**config.mk**
```make
export PLATFORM = sky130hd
export DESIGN_NAME = region_access_filter
export DESIGN_NICKNAME = d
export VERILOG_FILES = /design/src/rtl/rac_pkg.sv /design/src/rtl/rac_ctrl_reg.sv /design/src/rtl/rac_classify.sv /design/src/rtl/rac_seq.sv /design/src/rtl/region_access_filter.sv
export SDC_FILE = /design/constraint.sdc
export NUM_CORES = 1
export LEC_CHECK = 0
export ABC_AREA = 1
export CORE_MARGIN = 8
export CORE_UTILIZATION = 35
export DETAILED_ROUTE_END_ITERATION = 16
export SYNTH_ARGS = -nofsm -noshare
export SYNTH_HDL_FRONTEND = slang
export SYNTH_SLANG_ARGS = --single-unit
```
**constraint.sdc**
```tcl
create_clock -name clk -period 1.6 [get_ports clk]
set_input_delay 0.32 -clock clk [delete_from_list [all_inputs] [get_ports clk]]
set_output_delay 0.32 -clock clk [all_outputs]
set_load 0.02 [all_outputs]
```
**src/rtl/rac_pkg.sv**
```systemverilog
package rac_pkg;

  typedef enum logic [1:0] {
    SZ_BYTE = 2'b00,
    SZ_HALF = 2'b01,
    SZ_WORD = 2'b10,
    SZ_RSVD = 2'b11
  } acc_size_e;

  typedef enum logic [1:0] {
    FLT_NONE      = 2'b00,
    FLT_LOAD_MIS  = 2'b01,
    FLT_STORE_MIS = 2'b10
  } fault_e;

  typedef enum logic [1:0] {
    ROUTE_PASS  = 2'd0,
    ROUTE_WIDEN = 2'd1,
    ROUTE_FAULT = 2'd2
  } route_e;

  typedef enum logic [2:0] {
    ST_IDLE  = 3'd0,
    ST_PASS  = 3'd1,
    ST_LO    = 3'd2,
    ST_HI    = 3'd3,
    ST_RESP  = 3'd4,
    ST_FAULT = 3'd5
  } seq_state_e;

endpackage

```
**src/rtl/rac_ctrl_reg.sv**
```systemverilog
module rac_ctrl_reg
  import rac_pkg::*;
#(
  parameter int          NUM_REGIONS = 16,
  parameter int          CSR_ADDR_W  = 12,
  parameter int unsigned CSR_SEL     = 'h7C0
) (
  input  logic                     clk,
  input  logic                     rst_n,
  input  logic                     csr_we,
  input  logic [CSR_ADDR_W-1:0]    csr_addr,
  input  logic [2*NUM_REGIONS-1:0] csr_wdata,
  output logic [2*NUM_REGIONS-1:0] csr_rdata,
  output logic [2*NUM_REGIONS-1:0] attr_o
);

  localparam int REG_W = 2 * NUM_REGIONS;

  logic             sel_hit;
  logic             wr_en;
  logic [REG_W-1:0] legal_w;
  logic [REG_W-1:0] ctrl_d;
  logic [REG_W-1:0] ctrl_q;

  assign sel_hit = (csr_addr == CSR_ADDR_W'(CSR_SEL));
  assign wr_en   = csr_we && sel_hit;

  // Per-field legalization: the pair "cacheable + side-effect" is folded
  // into side-effect only.
  for (genvar g = 0; g < NUM_REGIONS; g++) begin : g_legal
    assign legal_w[2*g +: 2] = (&csr_wdata[2*g +: 2]) ? 2'b10 : csr_wdata[2*g +: 2];
  end

  always_comb begin
    ctrl_d = ctrl_q;
    if (wr_en) begin
      ctrl_d = legal_w;
    end
  end

  always_ff @(posedge clk or negedge rst_n) begin
    if (!rst_n) begin
      ctrl_q <= '0;
    end else if (wr_en) begin
      ctrl_q <= ctrl_d;
    end
  end

  assign csr_rdata = sel_hit ? ctrl_q : '0;
  assign attr_o    = ctrl_q;

  logic pair_seen;
  always_comb begin
    pair_seen = 1'b0;
    for (int i = 0; i < NUM_REGIONS; i++) begin
      pair_seen = pair_seen | (ctrl_q[2*i] & ctrl_q[2*i+1]);
    end
  end

  assert_no_illegal_pair_R2: assert property (@(posedge clk) disable iff (!rst_n)
    !pair_seen);

  assert_hold_without_write_R2: assert property (@(posedge clk) disable iff (!rst_n)
    !(csr_we && sel_hit) |=> $stable(ctrl_q));

endmodule

```
**src/rtl/rac_classify.sv**
```systemverilog
module rac_classify
  import rac_pkg::*;
#(
  parameter int NUM_REGIONS = 16,
  parameter int IDX_W       = $clog2(NUM_REGIONS)
) (
  input  logic                     en_i,
  input  logic [2*NUM_REGIONS-1:0] attr_i,
  input  logic [IDX_W-1:0]         region_i,
  input  logic [1:0]               addr_lo_i,
  input  logic [1:0]               size_i,
  input  logic                     write_i,
  output route_e                   route_o,
  output fault_e                   fault_o,
  output logic                     se_hit_o
);

  logic [NUM_REGIONS-1:0] se_vec;
  logic [NUM_REGIONS-1:0] ca_vec;

  for (genvar g = 0; g < NUM_REGIONS; g++) begin : g_flags
    assign se_vec[g] = attr_i[2*g+1];
    assign ca_vec[g] = attr_i[2*g] & ~attr_i[2*g+1];
  end

  logic sel_se;
  logic sel_ca;
  logic word_ok;

  assign sel_se  = en_i && se_vec[region_i];
  assign sel_ca  = en_i && ca_vec[region_i];
  assign word_ok = (size_i == SZ_WORD) && (addr_lo_i == 2'b00);

  always_comb begin
    route_o = ROUTE_PASS;
    fault_o = FLT_NONE;
    if (sel_se) begin
      if (!word_ok) begin
        route_o = ROUTE_FAULT;
        fault_o = write_i ? FLT_STORE_MIS : FLT_LOAD_MIS;
      end
    end else if (sel_ca && !write_i) begin
      route_o = ROUTE_WIDEN;
    end
  end

  assign se_hit_o = sel_se;

endmodule

```
**src/rtl/rac_seq.sv**
```systemverilog
module rac_seq
  import rac_pkg::*;
#(
  parameter int ADDR_W = 32,
  parameter int DATA_W = 32
) (
  input  logic              clk,
  input  logic              rst_n,
  input  logic              req_valid,
  output logic              req_ready,
  input  logic              req_write,
  input  logic [ADDR_W-1:0] req_addr,
  input  logic [1:0]        req_size,
  input  logic [DATA_W-1:0] req_wdata,
  input  logic [DATA_W/8-1:0] req_strb,
  input  route_e            route_i,
  input  fault_e            fault_i,
  input  logic              se_hit_i,
  output logic              rsp_valid,
  output logic [DATA_W-1:0] rsp_rdata,
  output logic [1:0]        rsp_fault,
  output logic              bus_valid,
  input  logic              bus_ready,
  output logic              bus_write,
  output logic [ADDR_W-1:0] bus_addr,
  output logic [1:0]        bus_size,
  output logic [DATA_W-1:0] bus_wdata,
  output logic [DATA_W/8-1:0] bus_strb,
  input  logic [DATA_W-1:0] bus_rdata
);

  localparam int STRB_W  = DATA_W / 8;
  localparam int BLK_B   = 2 * STRB_W;
  localparam int BLK_LSB = $clog2(BLK_B);
  localparam int SH_W    = BLK_LSB + 3;

  seq_state_e state_q, state_d;

  logic [ADDR_W-1:0] cap_addr_q;
  logic              cap_write_q;
  logic [1:0]        cap_size_q;
  logic [DATA_W-1:0] cap_wdata_q;
  logic [STRB_W-1:0] cap_strb_q;
  fault_e            cap_fault_q;
  logic              cap_se_q;

  logic [DATA_W-1:0] lo_q, lo_d;
  logic [DATA_W-1:0] data_q, data_d;

  logic accept;
  logic beat;
  logic lo_en;
  logic data_en;

  assign accept  = (state_q == ST_IDLE) && req_valid;
  assign beat    = bus_valid && bus_ready;
  assign lo_en   = (state_q == ST_LO) && bus_ready;
  assign data_en = ((state_q == ST_PASS) || (state_q == ST_HI)) && bus_ready;

  // Next state
  always_comb begin
    state_d = state_q;
    case (state_q)
      ST_IDLE: begin
        if (req_valid) begin
          case (route_i)
            ROUTE_FAULT: state_d = ST_FAULT;
            ROUTE_WIDEN: state_d = ST_LO;
            default:     state_d = ST_PASS;
          endcase
        end
      end
      ST_PASS:  if (bus_ready) state_d = ST_RESP;
      ST_LO:    if (bus_ready) state_d = ST_HI;
      ST_HI:    if (bus_ready) state_d = ST_RESP;
      ST_RESP:  state_d = ST_IDLE;
      ST_FAULT: state_d = ST_IDLE;
      default:  state_d = ST_IDLE;
    endcase
  end

  // Block assembly and byte selection for widened reads
  logic [2*DATA_W-1:0] blk;
  logic [SH_W-1:0]     shamt;
  logic [DATA_W-1:0]   picked;
  logic [DATA_W-1:0]   shaped;

  assign blk    = {bus_rdata, lo_q};
  assign shamt  = {cap_addr_q[BLK_LSB-1:0], 3'b000};
  assign picked = DATA_W'(blk >> shamt);

  always_comb begin
    case (cap_size_q)
      SZ_BYTE: shaped = picked & DATA_W'({8{1'b1}});
      SZ_HALF: shaped = picked & DATA_W'({16{1'b1}});
      default: shaped = picked;
    endcase
  end

  always_comb begin
    lo_d   = lo_en ? bus_rdata : lo_q;
    data_d = data_q;
    if (data_en) begin
      if (state_q == ST_HI) begin
        data_d = shaped;
      end else begin
        data_d = cap_write_q ? '0 : bus_rdata;
      end
    end
  end

  // Registers
  always_ff @(posedge clk or negedge rst_n) begin
    if (!rst_n) begin
      state_q <= ST_IDLE;
    end else begin
      state_q <= state_d;
    end
  end

  always_ff @(posedge clk or negedge rst_n) begin
    if (!rst_n) begin
      cap_addr_q  <= '0;
      cap_write_q <= 1'b0;
      cap_size_q  <= 2'b00;
      cap_wdata_q <= '0;
      cap_strb_q  <= '0;
      cap_fault_q <= FLT_NONE;
      cap_se_q    <= 1'b0;
    end else if (accept) begin
      cap_addr_q  <= req_addr;
      cap_write_q <= req_write;
      cap_size_q  <= req_size;
      cap_wdata_q <= req_wdata;
      cap_strb_q  <= req_strb;
      cap_fault_q <= fault_i;
      cap_se_q    <= se_hit_i;
    end
  end

  always_ff @(posedge clk or negedge rst_n) begin
    if (!rst_n) begin
      lo_q <= '0;
    end else if (lo_en) begin
      lo_q <= lo_d;
    end
  end

  always_ff @(posedge clk or negedge rst_n) begin
    if (!rst_n) begin
      data_q <= '0;
    end else if (data_en) begin
      data_q <= data_d;
    end
  end

  // Outputs
  logic [ADDR_W-1:0] blk_base;
  assign blk_base = {cap_addr_q[ADDR_W-1:BLK_LSB], {BLK_LSB{1'b0}}};

  always_comb begin
    bus_valid = 1'b0;
    bus_write = 1'b0;
    bus_addr  = cap_addr_q;
    bus_size  = cap_size_q;
    bus_wdata = cap_wdata_q;
    bus_strb  = cap_strb_q;
    case (state_q)
      ST_PASS: begin
        bus_valid = 1'b1;
        bus_write = cap_write_q;
      end
      ST_LO: begin
        bus_valid = 1'b1;
        bus_addr  = blk_base;
        bus_size  = SZ_WORD;
        bus_strb  = '1;
      end
      ST_HI: begin
        bus_valid = 1'b1;
        bus_addr  = blk_base | ADDR_W'(STRB_W);
        bus_size  = SZ_WORD;
        bus_strb  = '1;
      end
      default: ;
    endcase
  end

  assign req_ready = (state_q == ST_IDLE);
  assign rsp_valid = (state_q == ST_RESP) || (state_q == ST_FAULT);
  assign rsp_rdata = (state_q == ST_RESP) ? data_q : '0;
  assign rsp_fault = (state_q == ST_FAULT) ? cap_fault_q : FLT_NONE;

  // Checks
  assert_se_word_only_R4: assert property (@(posedge clk) disable iff (!rst_n)
    (bus_valid && cap_se_q) |-> (bus_size == SZ_WORD && bus_addr[1:0] == 2'b00));

  assert_fault_after_accept_R5: assert property (@(posedge clk) disable iff (!rst_n)
    (rsp_valid && rsp_fault != FLT_NONE) |-> $past(req_valid && req_ready && !bus_valid));

  assert_widen_order_R7: assert property (@(posedge clk) disable iff (!rst_n)
    (beat && state_q == ST_LO) |=> (bus_valid && bus_addr == $past(bus_addr) + ADDR_W'(STRB_W)));

  assert_rsp_single_R10: assert property (@(posedge clk) disable iff (!rst_n)
    rsp_valid |=> !rsp_valid);

  assert_bus_hold_R10: assert property (@(posedge clk) disable iff (!rst_n)
    (bus_valid && !bus_ready) |=> (bus_valid && $stable(bus_addr) && $stable(bus_write)
                                   && $stable(bus_size)));

  assert_ready_idle_R10: assert property (@(posedge clk) disable iff (!rst_n)
    req_ready |-> (!bus_valid && !rsp_valid));

endmodule

```
**src/rtl/region_access_filter.sv**
```systemverilog
module region_access_filter
  import rac_pkg::*;
#(
  parameter int          ADDR_W      = 32,
  parameter int          DATA_W      = 32,
  parameter int          NUM_REGIONS = 16,
  parameter int          CSR_ADDR_W  = 12,
  parameter int unsigned CSR_SEL     = 'h7C0
) (
  input  logic                     clk,
  input  logic                     rst_n,
  input  logic                     filt_en,
  input  logic                     csr_we,
  input  logic [CSR_ADDR_W-1:0]    csr_addr,
  input  logic [2*NUM_REGIONS-1:0] csr_wdata,
  output logic [2*NUM_REGIONS-1:0] csr_rdata,
  input  logic                     req_valid,
  output logic                     req_ready,
  input  logic                     req_write,
  input  logic [ADDR_W-1:0]        req_addr,
  input  logic [1:0]               req_size,
  input  logic [DATA_W-1:0]        req_wdata,
  input  logic [DATA_W/8-1:0]      req_strb,
  output logic                     rsp_valid,
  output logic [DATA_W-1:0]        rsp_rdata,
  output logic [1:0]               rsp_fault,
  output logic                     bus_valid,
  input  logic                     bus_ready,
  output logic                     bus_write,
  output logic [ADDR_W-1:0]        bus_addr,
  output logic [1:0]               bus_size,
  output logic [DATA_W-1:0]        bus_wdata,
  output logic [DATA_W/8-1:0]      bus_strb,
  input  logic [DATA_W-1:0]        bus_rdata
);

  localparam int IDX_W = $clog2(NUM_REGIONS);

  logic [2*NUM_REGIONS-1:0] attr;
  route_e                   route;
  fault_e                   fault;
  logic                     se_hit;

  rac_ctrl_reg #(
    .NUM_REGIONS (NUM_REGIONS),
    .CSR_ADDR_W  (CSR_ADDR_W),
    .CSR_SEL     (CSR_SEL)
  ) u_ctrl (
    .clk       (clk),
    .rst_n     (rst_n),
    .csr_we    (csr_we),
    .csr_addr  (csr_addr),
    .csr_wdata (csr_wdata),
    .csr_rdata (csr_rdata),
    .attr_o    (attr)
  );

  rac_classify #(
    .NUM_REGIONS (NUM_REGIONS),
    .IDX_W       (IDX_W)
  ) u_class (
    .en_i      (filt_en),
    .attr_i    (attr),
    .region_i  (req_addr[ADDR_W-1 -: IDX_W]),
    .addr_lo_i (req_addr[1:0]),
    .size_i    (req_size),
    .write_i   (req_write),
    .route_o   (route),
    .fault_o   (fault),
    .se_hit_o  (se_hit)
  );

  rac_seq #(
    .ADDR_W (ADDR_W),
    .DATA_W (DATA_W)
  ) u_seq (
    .clk       (clk),
    .rst_n     (rst_n),
    .req_valid (req_valid),
    .req_ready (req_ready),
    .req_write (req_write),
    .req_addr  (req_addr),
    .req_size  (req_size),
    .req_wdata (req_wdata),
    .req_strb  (req_strb),
    .route_i   (route),
    .fault_i   (fault),
    .se_hit_i  (se_hit),
    .rsp_valid (rsp_valid),
    .rsp_rdata (rsp_rdata),
    .rsp_fault (rsp_fault),
    .bus_valid (bus_valid),
    .bus_ready (bus_ready),
    .bus_write (bus_write),
    .bus_addr  (bus_addr),
    .bus_size  (bus_size),
    .bus_wdata (bus_wdata),
    .bus_strb  (bus_strb),
    .bus_rdata (bus_rdata)
  );

endmodule

```
# ---- Yosys cells after proc, flatten, opt, wreduce, memory -nomap -nowiden
# Cells that the tools add are included.
dict set report totals {
  ff_bits 172
  input_bits 153
  word_cells 133
}
dict set report classes {
  order_cmp 1
  eq_ne 13
  n_shift 1
  muxes 42
  bitwise_logic 32
  reduce_logical 34
}
# operator count
set op_table {}
lappend op_table {{32-bit two-way mux} 4}
lappend op_table {{32-bit case mux with 2 select lines} 1}
lappend op_table {{64-bit by 6-bit >> shifter with 32-bit output} 1}
lappend op_table {{2-bit two-way mux} 23}
lappend op_table {{2-bit AND reduction} 16}
lappend op_table {{1-bit bitwise AND} 16}
lappend op_table {{1-bit inverter} 16}
lappend op_table {{12-bit by 11-bit == test with 1-bit output (second input constant)} 1}
lappend op_table {{3-bit case mux with 2 select lines} 2}
lappend op_table {{3-bit two-way mux} 3}
lappend op_table {{3-bit case mux with 3 select lines} 1}
lappend op_table {{1-bit binary-select mux with 4-bit select} 2}
lappend op_table {{1-bit logical AND} 8}
lappend op_table {{3-bit by 2-bit == test with 1-bit output (second input constant)} 2}
lappend op_table {{3-bit == test (second input constant)} 2}
lappend op_table {{4-bit by 5-bit less-than comparator with 1-bit output (second input constant)} 1}
lappend op_table {{1-bit two-way mux} 5}
lappend op_table {{2-bit by 1-bit == test with 1-bit output (second input constant)} 2}
lappend op_table {{2-bit == test (second input constant)} 2}
lappend op_table {{2-bit logical NOT} 2}
lappend op_table {{4-bit two-way mux} 1}
lappend op_table {{2-bit inequality test (second input constant)} 2}
lappend op_table {{2-bit OR reduction} 2}
lappend op_table {{3-bit by 1-bit == test with 1-bit output (second input constant)} 1}
lappend op_table {{6 further kinds} 7}

# ---- Logic depth before layout (Yosys ltp)
dict set report logic_depth {
  ltp_word 12
  depth_mapped 10
}

# ---- Modules after synthesis
# A second synthesis with hierarchy kept.
dict set report hier_totals {
  cells_unflattened 1311
  area_unflattened_um2 10361.2
}
# module n_inst cells_per_inst area_per_inst_um2
set by_module_without_submodules {}
lappend by_module_without_submodules {rac_seq 1 950 8017.7}
lappend by_module_without_submodules {rac_ctrl_reg 1 260 1859.3}
lappend by_module_without_submodules {rac_classify 1 101 484.2}

# ---- Worst setup path before layout
# No wires, ideal clock.
dict set report synth_timing {
  path_kind {reg2out}
  start {register u_seq.state_q[0]}
  end {output port rsp_rdata[22]}
  arrival_time_ns 1.207
  t_required_ns 1.280
  path_slack_ns 0.073
  stages_incl_launch_ff 5
  n_path_buf 1
  path_cell_list {dfrtp_1 > nor2_1 > nand2_1 > clkbuf_1 > nor2_1}
}
dict set report synth_between {
  elab_chain_cells 2
}
# element line
set synth_rtl {}
lappend synth_rtl {{start: declaration} rac_seq.sv:37} ;# seq_state_e state_q, state_d;
lappend synth_rtl {{start signal: assignment} rac_seq.sv:117} ;# state_q <= state_d;
lappend synth_rtl {{3-bit == test} rac_seq.sv:191} ;# assign rsp_rdata = (state_q == ST_RESP) ? data_q : '0;
lappend synth_rtl {{32-bit two-way mux} rac_seq.sv:191}
lappend synth_rtl {{end: declaration} region_access_filter.sv:25} ;# output logic [DATA_W-1:0] rsp_rdata,
# No other way between the ends.

# ---- Final worst setup path
dict set report layout_timing {
  start {register u_seq.state_q[0]}
  end {output port rsp_rdata[25]}
}
# Same word-level chain as after synthesis.

==> results.toml <==
[status]
violations = "negative setup slack"
outcome = "finished with violations"

[logic_synthesis]
synth_adder_area_share_pct = 0
ys.flop_type = "dfrtp_1"
syn_nets = 1431
ys_ff_latch = 172
synth_area_um2 = 9340
synth_xor_area_share_pct = 0
synth_cells = 1278
synth.most_common_cell = "nand2_1"
yosysTopAreaCellShare_pct = 46.1
ys_warn_count = 0
avgSynthCellArea_um2 = 7.31
synth-edff-count = 0
synth_top_family_by_area = "simple AND/OR/NAND/NOR gates"
synth_compound_area_share_pct = 12.8
yosysSeqAreaShare_pct = 46.1
synthArstFlopShare_pct = 100
synth_cell_type_count = 34
muxShareOfSynthArea_pct = 1.07
yosysTopAreaCell = "dfrtp_1"
ys_top_cells_by_count = "nand2_1 (424), dfrtp_1 (172), inv_1 (122)"
synth_simple_gate_area_share_pct = 28.8
synthTopCellsByArea = "dfrtp_1 (46%), nand2_1 (17%), o21ai_0 (6.4%), nand3_1 (5.6%), inv_1 (4.9%)"

[pwr]
ir_drop_uv = 903
comb_power_share_pct = 59.6
p_per_area_nw_per_um2 = 1740
power_frac_seq_pct = 25.0
switching_share_pct = 44.0
switching_power_mw = 12.4
clkPwrFrac_pct = 15.4
leakagePower_nw = 7.88
p_int_mw = 15.7

[worst_hold_path]
holdCritPathClass = "input port to async pin"

[sta]
period_share_pct = 121
timing.slew.headroom_pct = 66.5
hold_viol_final = 0
tightest_slew_ns = 0.497
slew_violations = 0
final-setup-viol-count = 218
final.setup.worst_slack_ns = -0.340
rsz0062_at_grt = "yes"
fmax_mhz = 516
final.setup.tns_ns = -30.61
finalCriticalPeriod_ns = 1.94
skew_ns = 0.0150

[floorplan]
std_cell_rows = 60
die_w_um = 179
dieHeight_um = 179
placeableCoreArea_um2 = 26600
ios = 293
start_util_pct = 35.2
dieArea_um2 = 32200

[global_route]
grt_antenna_before_repair = 0
grt_pass1_wl_mm = 56.4
grt_start_max_net_pins = 52
overflow = 0
grt_usage_pct = 22.7
grt_pass1_vias = 10254

[clock_network]
cts-root-buf = "clkbuf_16"
clockBufferDepth = 2
numCtsBuffers = 17
clkTransAtPathRegs_ns = 0.07
htreeDepth = 4
clk_latency_ns = 0.44
cts_sinks = 172
tritoncts = "built"

[setup_path]
end_kind = "output port"
cpMaxStageDelayCell = "dfrtp_1"
crit_arrival_ns = 1.62
cp-start-kind = "flop"
worstPathCellList = "nor2_4 > nand2_4 > buf_12 > clkbuf_16 > nor2_2 > buf_6"
worst-path-max-fanout = 6
max_stage_delay_ns = 0.41
crit_buf_inv = 3
required_ns = 1.28
critical_path.top_delay_family = "buffers and inverters"
crit_type = "flop to output port"

[layout]
final_cells = 2040
num-fill-cells = 2306
fin_nets = 1839
seqCellArea_um2 = 4310
diodes = 0
layout-drive-gt1-share_pct = 31.7
multiInputGateArea_um2 = 5020
syn2layout_area_growth_pct = 72.8

[place]
io_buffers = 292
gp_congestion = 0.928
dp_hpwl_mm = 26.7
dp.cells = 1928

[routing]
drt-pass1-iter-count = 5
viasPerCell = 5.06
postRouteAntennaNets = 0
routedWlPerCell_um = 19.7
wl_mm = 40.2
via_count = 10318
drt_first_iter_violations = 706
drc_errors = 0

[run]
cap_violations = 0
-- layer usage --
layer	routed length, um	global-route usage (%)	vias to the layer above
met2	20200	39.3	432
met4	1140	6.80	0
met1	15300	26.4	4945
met3	3460	7.38	72
li1	-	-	4869
met5	0	0	-
-- worst reg2reg max path, cell delays in order (launching register included) --
cell	delay [ns]
dfrtp_1	0.41
buf_6	0.14
buf_4	0.10
buf_6	0.09
nand3_4	0.10
buf_12	0.16
buf_12	0.13
nor2_4	0.15
clkbuf_16	0.21
nand2_1	0.07
a22oi_1	0.17
-- state kept, by name, summed over array words and instances, names as in the netlist --
name               cells
u_seq.state_q          3
u_seq.lo_q            32
u_seq.cap_write_q      1
u_seq.data_q          32
u_seq.bus_wdata       32
u_seq.cap_addr_q      32
u_ctrl.attr_o         32
u_seq.cap_size_q       2
u_seq.cap_strb_q       4
u_seq.cap_fault_q      2
-- power groups by stage --
stage	Combinational [mW]	Clock, mW	Sequential (mW)
after floorplan	7.08	0	7.28
after global placement	13.2	0	6.97
after detailed placement	13.3	0	7.02
after CTS	13.5	4.40	6.96
after global routing	18.0	4.57	7.21
final	16.7	4.33	7.02
-- cell families after synthesis --
group,after synthesis
muxes,9
DFF,172
buffers and inverters,230
and+or+nand+nor,653
AOI/OAI and AO/OA,214
-- timing repair --
| item | in CTS | in global routing |
|---|---|---|
| setup buffers | 36 | 37 |
| pin swaps | 7 | 52 |
| gates cloned | 3 | 15 |
| resized for setup | 600 | 300 |
| hold buffers | 1 | 0 |
| hold endpoints to repair | 33 | 0 |
| endpoints found under the setup margin | 188 | 237 |
-- through the flow --
stage | setup slack [ns] | power (mW) | hold WS (ns) | utilization, % | cell area, um2
after global placement | -0.708 | 20.2 | 0.269 | 50.1 | 13300
after CTS | -0.389 | 24.9 | 0.390 | 55.1 | 14600
after floorplan | 0.0728 | 14.4 | 0.0244 | - | 9340
final | -0.340 | 28.1 | 0.384 | 60.7 | 16100
after detailed placement | -0.756 | 20.3 | 0.272 | 50.1 | 13300
after global routing | -0.394 | 29.7 | 0.417 | 60.7 | 16100
-- path summary, 6_finish.rpt --
check                      depth (start not counted)  slack (ns)                 from                   end
max                                                6       -0.34     u_seq.state_q[0]         rsp_rdata[25]
min                                                2        0.38                rst_n   u_seq.bus_wdata[26]
max reg2reg                                       10       -0.22     u_seq.state_q[1]      u_seq.data_q[25]
min reg2reg                                        2        0.47  u_seq.bus_wdata[17]   u_seq.bus_wdata[17]
max in group asynchronous                          3        0.60                rst_n      u_seq.state_q[0]
min in group clk                                   3        0.40         req_addr[25]  u_seq.cap_addr_q[25]
-- layout make-up --
class | instances | area share [%]
Timing Repair Buffer | 490 | 32.6
Clock buffer | 17 | 2.64
Inverter | 129 | 3.19
Clock inverter | 15 | 1.09
Multi-Input combinational cell | 876 | 31.1
Sequential cell | 172 | 26.7
Tap cell | 341 | 2.64
-- placed cells by master (no fill, tap or decap), types with 7 or more instances in the layout --
cell type        Yosys  final
o21ai_2              0     22
dlygate4sd2_1        0     61
or2_4                0     14
mux2_2               8      8
dfrtp_1            172    170
nor2_4               2     60
nor2_2               2     19
a21oi_2              1      7
buf_8                0     10
a22oi_2              0     13
buf_6                2    100
a21oi_1             37     28
inv_1              122    112
nand4_1              7      7
inv_2                5      8
nand3_1            105     91
buf_4               36    121
inv_8                0      7
o21ai_1             11     38
buf_12               0     36
clkdlybuf4s50_1      0    139
o21ai_0            120     66
a22oi_1             24     11
nand3_2              1     13
nand2_2              1      8
nand2_4              0     16
clkbuf_16            0     29
nand2_1            424    401
nor2_1              90     15
Power figures use the tool's default switching activity.
